<file path="src/rtl/cmt_pkg.sv">
`timescale 1ns/1ps
package cmt_pkg;

   typedef enum logic [2:0] {
      SEL_NONE,
      SEL_START,
      SEL_CSR,
      SEL_CNT,
      SEL_CMP
   } reg_sel_t;

   localparam int CSR_W    = 16;
   localparam int PRE_W    = 9;
   localparam int SHIFT_W  = 4;

   // log2 of the prescale ratio, narrow variant: codes 0..3 -> 8,32,128,512
   function automatic logic [SHIFT_W-1:0] shift_narrow(input logic [1:0] code);
      logic [SHIFT_W-1:0] s;
      s = SHIFT_W'(3) + SHIFT_W'({code, 1'b0});
      return s;
   endfunction

   // log2 of the prescale ratio, wide variant: codes 4..7 -> 8..512, rest -> 8
   function automatic logic [SHIFT_W-1:0] shift_wide(input logic [2:0] code);
      logic [SHIFT_W-1:0] s;
      if (code[2]) s = SHIFT_W'(3) + SHIFT_W'({code[1:0], 1'b0});
      else         s = SHIFT_W'(3);
      return s;
   endfunction

endpackage

</file>
<file path="src/rtl/cmt_prescaler.sv">
`timescale 1ns/1ps
module cmt_prescaler #(
   parameter int PRE_W   = 9,
   parameter int SHIFT_W = 4
) (
   input  logic               clk,
   input  logic               rst_n,
   input  logic               run,
   input  logic [SHIFT_W-1:0] shift,
   output logic               tick
);
   logic [PRE_W-1:0] pre_q;
   logic [PRE_W-1:0] mask;

   always_comb begin
      mask = ~({PRE_W{1'b1}} << shift);
      tick = run && ((pre_q & mask) == mask);
   end

   always_ff @(posedge clk) begin
      if (!rst_n)   pre_q <= '0;
      else if (run) pre_q <= pre_q + 1'b1;
      else          pre_q <= '0;
   end
endmodule

</file>
<file path="src/rtl/cmt_counter.sv">
`timescale 1ns/1ps
module cmt_counter #(
   parameter int CNT_W = 16
) (
   input  logic             clk,
   input  logic             rst_n,
   input  logic             tick,
   input  logic             cnt_wr,
   input  logic             cmp_wr,
   input  logic [CNT_W-1:0] wdata,
   output logic [CNT_W-1:0] cnt_q,
   output logic [CNT_W-1:0] cmp_q,
   output logic             match_evt,
   output logic             wrap_evt
);
   localparam logic [CNT_W-1:0] ALL_ONES = '1;

   logic step;
   logic hit;
   logic top;

   always_comb begin
      step      = tick && !cnt_wr;
      hit       = (cnt_q == cmp_q);
      top       = (cnt_q == ALL_ONES);
      match_evt = step && hit;
      wrap_evt  = step && !hit && top;
   end

   always_ff @(posedge clk) begin
      if (!rst_n) begin
         cnt_q <= '0;
      end else if (cnt_wr) begin
         cnt_q <= wdata;
      end else if (tick) begin
         if (hit || top) cnt_q <= '0;
         else            cnt_q <= cnt_q + 1'b1;
      end
   end

   always_ff @(posedge clk) begin
      if (!rst_n)      cmp_q <= ALL_ONES;
      else if (cmp_wr) cmp_q <= wdata;
   end
endmodule

</file>
<file path="src/rtl/cmt_csr.sv">
`timescale 1ns/1ps
module cmt_csr #(
   parameter int               CSR_W     = 16,
   parameter logic [CSR_W-1:0] FLAG_MASK = 16'h0080
) (
   input  logic             clk,
   input  logic             rst_n,
   input  logic             wr,
   input  logic [CSR_W-1:0] wdata,
   input  logic [CSR_W-1:0] set_vec,
   output logic [CSR_W-1:0] csr_q
);
   for (genvar i = 0; i < CSR_W; i++) begin : g_bit
      if (FLAG_MASK[i]) begin : g_flag
         always_ff @(posedge clk) begin
            if (!rst_n) csr_q[i] <= 1'b0;
            else        csr_q[i] <= (wr ? (csr_q[i] & wdata[i]) : csr_q[i]) | set_vec[i];
         end
      end else begin : g_plain
         always_ff @(posedge clk) begin
            if (!rst_n) csr_q[i] <= 1'b0;
            else        csr_q[i] <= (wr ? wdata[i] : csr_q[i]) | set_vec[i];
         end
      end
   end
endmodule

</file>
<file path="src/rtl/cmt_channel.sv">
`timescale 1ns/1ps
module cmt_channel #(
   parameter int CNT_W   = 16,
   parameter int NUM_CH  = 3,
   parameter int CH_IDX  = 1,
   parameter int ADDR_W  = 8,
   parameter int CH_BASE = 16
) (
   input  logic              clk,
   input  logic              rst_n,
   input  logic [ADDR_W-1:0] bus_addr,
   input  logic              bus_wr,
   input  logic [CNT_W-1:0]  bus_wdata,
   output logic [CNT_W-1:0]  bus_rdata,
   output logic              irq
);
   import cmt_pkg::*;

   localparam bit  WIDE     = (CNT_W == 32);
   localparam int  STRIDE   = WIDE ? 4 : 2;
   localparam int  FLAG_BIT = WIDE ? 15 : 7;
   localparam int  AUX_BIT  = 14;
   localparam int  IE_BIT   = WIDE ? 5 : 6;
   localparam logic [CSR_W-1:0] FLAG_MASK = WIDE ? 16'hC000 : 16'h0080;
   localparam logic [ADDR_W-1:0] A_START = '0;
   localparam logic [ADDR_W-1:0] A_CSR   = ADDR_W'(CH_BASE);
   localparam logic [ADDR_W-1:0] A_CNT   = ADDR_W'(CH_BASE + STRIDE);
   localparam logic [ADDR_W-1:0] A_CMP   = ADDR_W'(CH_BASE + 2 * STRIDE);

   // elaboration checks
   if (CNT_W != 16 && CNT_W != 32) begin : g_bad_width
      $error("cmt_channel: CNT_W must be 16 or 32");
   end
   if (CH_IDX < 0 || CH_IDX >= NUM_CH || NUM_CH > 16) begin : g_bad_ch
      $error("cmt_channel: channel index outside start register");
   end
   if (CH_BASE <= 0 || (CH_BASE % STRIDE) != 0 || CH_BASE + 2 * STRIDE >= (1 << ADDR_W)) begin : g_bad_base
      $error("cmt_channel: CH_BASE misaligned or outside address space");
   end

   reg_sel_t           reg_sel;
   logic               start_wr, csr_wr, cnt_wr, cmp_wr;
   logic [NUM_CH-1:0]  start_q;
   logic               run_bit;
   logic [SHIFT_W-1:0] shift;
   logic               tick;
   logic [CNT_W-1:0]   cnt_q, cmp_q;
   logic               match_evt, wrap_evt;
   logic [CSR_W-1:0]   csr_q, set_vec;
   logic               flag_bit;

   // address decode
   always_comb begin
      if      (bus_addr == A_START) reg_sel = SEL_START;
      else if (bus_addr == A_CSR)   reg_sel = SEL_CSR;
      else if (bus_addr == A_CNT)   reg_sel = SEL_CNT;
      else if (bus_addr == A_CMP)   reg_sel = SEL_CMP;
      else                          reg_sel = SEL_NONE;
      start_wr = bus_wr && (reg_sel == SEL_START);
      csr_wr   = bus_wr && (reg_sel == SEL_CSR);
      cnt_wr   = bus_wr && (reg_sel == SEL_CNT);
      cmp_wr   = bus_wr && (reg_sel == SEL_CMP);
   end

   // shared start register
   always_ff @(posedge clk) begin
      if (!rst_n)        start_q <= '0;
      else if (start_wr) start_q <= bus_wdata[NUM_CH-1:0];
   end
   assign run_bit = start_q[CH_IDX];

   // variant-specific prescale decode and flag sources
   if (WIDE) begin : g_wide
      always_comb begin
         shift            = shift_wide(csr_q[2:0]);
         set_vec          = '0;
         set_vec[FLAG_BIT] = match_evt;
         set_vec[AUX_BIT]  = wrap_evt;
      end
   end else begin : g_narrow
      always_comb begin
         shift            = shift_narrow(csr_q[1:0]);
         set_vec          = '0;
         set_vec[FLAG_BIT] = match_evt | (wrap_evt & 1'b0);
      end
   end

   cmt_prescaler #(.PRE_W(PRE_W), .SHIFT_W(SHIFT_W)) u_pre (
      .clk   (clk),
      .rst_n (rst_n),
      .run   (run_bit),
      .shift (shift),
      .tick  (tick)
   );

   cmt_counter #(.CNT_W(CNT_W)) u_cnt (
      .clk       (clk),
      .rst_n     (rst_n),
      .tick      (tick),
      .cnt_wr    (cnt_wr),
      .cmp_wr    (cmp_wr),
      .wdata     (bus_wdata),
      .cnt_q     (cnt_q),
      .cmp_q     (cmp_q),
      .match_evt (match_evt),
      .wrap_evt  (wrap_evt)
   );

   cmt_csr #(.CSR_W(CSR_W), .FLAG_MASK(FLAG_MASK)) u_csr (
      .clk     (clk),
      .rst_n   (rst_n),
      .wr      (csr_wr),
      .wdata   (bus_wdata[CSR_W-1:0]),
      .set_vec (set_vec),
      .csr_q   (csr_q)
   );

   assign flag_bit = csr_q[FLAG_BIT];
   assign irq      = flag_bit & csr_q[IE_BIT];

   // read mux
   always_comb begin
      unique case (reg_sel)
         SEL_START: bus_rdata = CNT_W'(start_q);
         SEL_CSR:   bus_rdata = CNT_W'(csr_q);
         SEL_CNT:   bus_rdata = cnt_q;
         SEL_CMP:   bus_rdata = cmp_q;
         default:   bus_rdata = '0;
      endcase
   end
endmodule

</file>
<file path="config.mk">
export PLATFORM = sky130hd
export DESIGN_NAME = cmt_channel
export DESIGN_NICKNAME = d
export VERILOG_FILES = /design/src/rtl/cmt_pkg.sv /design/src/rtl/cmt_prescaler.sv /design/src/rtl/cmt_counter.sv /design/src/rtl/cmt_csr.sv /design/src/rtl/cmt_channel.sv
export SDC_FILE = /design/constraint.sdc
export NUM_CORES = 1
export LEC_CHECK = 0
export ABC_AREA = 1
export BUFFER_PORTS_ARGS = -buffer_cell sky130_fd_sc_hd__buf_2
export CAP_MARGIN = 40
export CORE_UTILIZATION = 35
export DETAILED_ROUTE_END_ITERATION = 8
export PLACE_DENSITY = 0.6
export SYNTH_ARGS = -nofsm -noshare
export SYNTH_HDL_FRONTEND = slang
export SYNTH_SLANG_ARGS = --single-unit
</file>
<file path="constraint.sdc">
create_clock -name clk -period 2.3 [get_ports clk]
set_input_delay 0.115 -clock clk [delete_from_list [all_inputs] [get_ports clk]]
set_output_delay 0.115 -clock clk [all_outputs]
set_load 0.02 [all_outputs]
</file>
==> flow_metrics.tcl <==
set metrics [dict create \
    outcome "finished clean" \
    grt_pass1_vias 3551 \
    fmax_mhz 541 \
    drt-initial-drc-count 220 \
    postCtsResizedCells 0 \
    reg2reg_slack_ns 0.49 \
    reg2regPathDepth 9 \
    rr_endpoint "u_cnt.cnt_q[14]" \
    synth_top_area_share 0.351 \
    finalHoldViolCount 0 \
    final_cells 715 \
    die_area_um2 10200 \
    p_leak_nw 1.70 \
    maxSlewViolCount 0 \
    multi_input_area_um2 1880 \
    ys_top_cells_by_count "nand2_1 (132), nor2_1 (83), inv_1 (64)" \
    path_cells "buf_2, or2_4, nor2_4, nor3b_4, nand2_1, o21ai_0, a21oi_1, nor2_1, buf_2" \
    vias_per_cell 5.04 \
    min_path_cells 3 \
    core-area_um2 9370 \
    max_stage_delay_ns 0.53 \
    die_x_um 101 \
    vdd_drop_max_mv 0.381 \
    path_buf_inv 2 \
    synth_most_common_cell "nand2_1" \
    yosysSeqAreaShare 0.351 \
    drive_above_1_share 0.133 \
    rsz0062_at_grt "no" \
    clk_pin_slew_ns 0.08 \
    crit_top_cell "buf_2" \
    grt_usage 0.223 \
    ant_nets 0 \
    hold_start "bus_wdata[10]" \
    cp-end-kind "output pin" \
    synth_fa_ha_area_frac 0.00732 \
    arrival_ns 1.73 \
    route.vias.total 3606 \
    initial_core_util 0.365 \
    ys_ff_latch 60 \
    powerDensity_nw_per_um2 536 \
    grt_antenna_before_repair 0 \
    grt_overflow_total 0 \
    synth_top_family_by_area "simple AND/OR/NAND/NOR gates" \
    clock_skew_ns 0.0107 \
    placedCellCount 699 \
    clock_latency_ns 0.36 \
    fin_setup_tns_ns 0 \
    crit_fanout 11 \
    min_path_type "input pin to flop" \
    synth-main-ff-cell "dfxtp_1" \
    cts_max_path_buffers 2 \
    min_period_ns 1.85 \
    rows 35 \
    drt_wl_total_um 10300 \
    wl_per_cell_um 14.4 \
    final_net_count 610 \
    synth_area_leaders "dfxtp_1 (35%), nand2_1 (14%), nor2_1 (9.1%)" \
    worst_pin_slew_ns 0.602 \
    relSlewSlack 0.597 \
    areaGrowthSynthToFinish_pct 16.8 \
    tritoncts "built" \
    synthArstFlopShare 0 \
    root_buffer "clkbuf_8" \
    synth_compound_area_frac 0.152 \
    drv_cap 0 \
    synth-edff-count 0 \
    hpwl_um 7780 \
    crit_type "input pin to output pin" \
    synth_area_leader_cell "dfxtp_1" \
    synth-simple-area-share 0.343 \
    post-cts-setup-buffer-count 0 \
    regArea_um2 1200 \
    yosysUniqueCellTypes 31 \
    synth_area_per_cell_um2 6.38 \
    grt_pass1_wl_um 17300 \
    netlist_instances 536 \
    start_kind "input pin" \
    dr.pass1.iters 4 \
    clkSinkCount 60 \
    io_buffers 43 \
    min_to "u_cnt.cmp_q[10]" \
    cts-hold-fix-buffers 0 \
    drc 0 \
    gp_congestion 0.931 \
    die_h_um 101 \
    antenna_cells 0 \
    setup_viol 0 \
    syn-num-nets 565 \
    pin_count 44 \
    synthMuxAreaShare 0 \
    pre_cts_slack_ns 0.424 \
    critPathRequiredTime_ns 2.18 \
    slowest_stage "nor3b_4" \
    yosysWarnings 0 \
    timing.final.ws_setup_ns 0.453 \
    syn_area_um2 3420 \
    nFillCells 1036 \
    worst_path_dominant_cell_family "simple AND/OR/NAND/NOR gates" \
    grt_max_degree 30 \
    period_share 0.803 \
    cts-htree-levels 3 \
    timing.rr.start "u_cnt.cnt_q[10]" \
    synth_xor_area_frac 0.0461 \
    numCtsBuffers 9 \
]
cell families after synthesis:
kind of cell | after synthesis
fa+ha+maj | 2
compound gates | 98
flops | 60
xor+xnor | 18
simple gates | 273
buf+inv | 85
worst reg2reg max path, delay by kind of cell, from the launching register on:
kind	cells	cell delay, ns
AO/OA/AOI/OAI	1	0.08
AND/OR/NAND/NOR	7	1.06
buffers and inverters	1	0.13
flip-flops	1	0.43
layout by cell type (no fill, tap or decap), drive strengths merged, types with 4 or more instances in the layout:
cell type and n:
o21ai 54, a21oi 35, nand2 133, nor2 87, nand4 20, dfxtp 60
nand3 25, inv 69, nor3 4, clkbuf 9, buf 51, xor2 17
clkinv 4
layout make-up:
type / instances / area share
sequential: 60 / 0.301
clock inverter: 7 / 0.0204
clock buffer: 9 / 0.0310
timing repair buffer: 51 / 0.0739
multi-input combinational: 391 / 0.469
inverter: 68 / 0.0642
tap: 129 / 0.0404
where the power goes:
| part | leakage, nW | switching (mW) | internal [mW] | total [mW] |
|---|---|---|---|---|
| registers | 0.484 | 0.00160 | 1.04 | 1.04 |
| clock network | 0.101 | 0.484 | 0.514 | 0.999 |
| logic | 1.11 | 0.0636 | 0.0363 | 0.0999 |
| total | 1.70 | 0.549 | 1.59 | 2.14 |
metrics by stage:
step | util | instance area, um2 | hold slack (ns) | power, mW
2_1_floorplan | - | 3420 | 0.241 | 1.11
3_3_place_gp | 0.401 | 3760 | 0.381 | 1.16
3_5_place_dp | 0.404 | 3790 | 0.387 | 1.17
4_1_cts | 0.426 | 4000 | 0.0108 | 2.16
5_1_grt | 0.426 | 4000 | 0.0383 | 2.21
6_report | 0.426 | 4000 | 0.0240 | 2.14
state kept, by name (all words and copies together), names as in the netlist:
signal       cells
start_q          3
u_cnt.cmp_q     16
u_cnt.cnt_q     16
u_csr.csr_q     16
u_pre.pre_q      9
how the worst max path moves through the flow:
stage / slack (ns) / endpoint / startpoint / depth (start not counted)
6_report: 0.45 / bus_rdata[15] / bus_addr[7] / 9
5_1_grt: 0.28 / u_cnt.cnt_q[3] / u_cnt.cnt_q[12] / 9
4_1_cts: 0.48 / bus_rdata[3] / bus_addr[7] / 8
3_5_place_dp: 0.42 / u_csr.csr_q[4] / bus_addr[7] / 8
3_3_place_gp: 0.47 / u_cnt.cnt_q[14] / u_cnt.cnt_q[10] / 9
2_1_floorplan: 0.72 / bus_rdata[13] / bus_addr[7] / 8
metal layers:
| layer | routed length [um] | part of all wire | global-route usage |
|---|---|---|---|
| met5 | 0 | 0 | 0 |
| met4 | 225 | 0.022 | 0.0903 |
| met3 | 652 | 0.063 | 0.0458 |
| met2 | 4850 | 0.47 | 0.376 |
| met1 | 4540 | 0.44 | 0.277 |
Note: power is estimated with default switching activity, not from simulation.
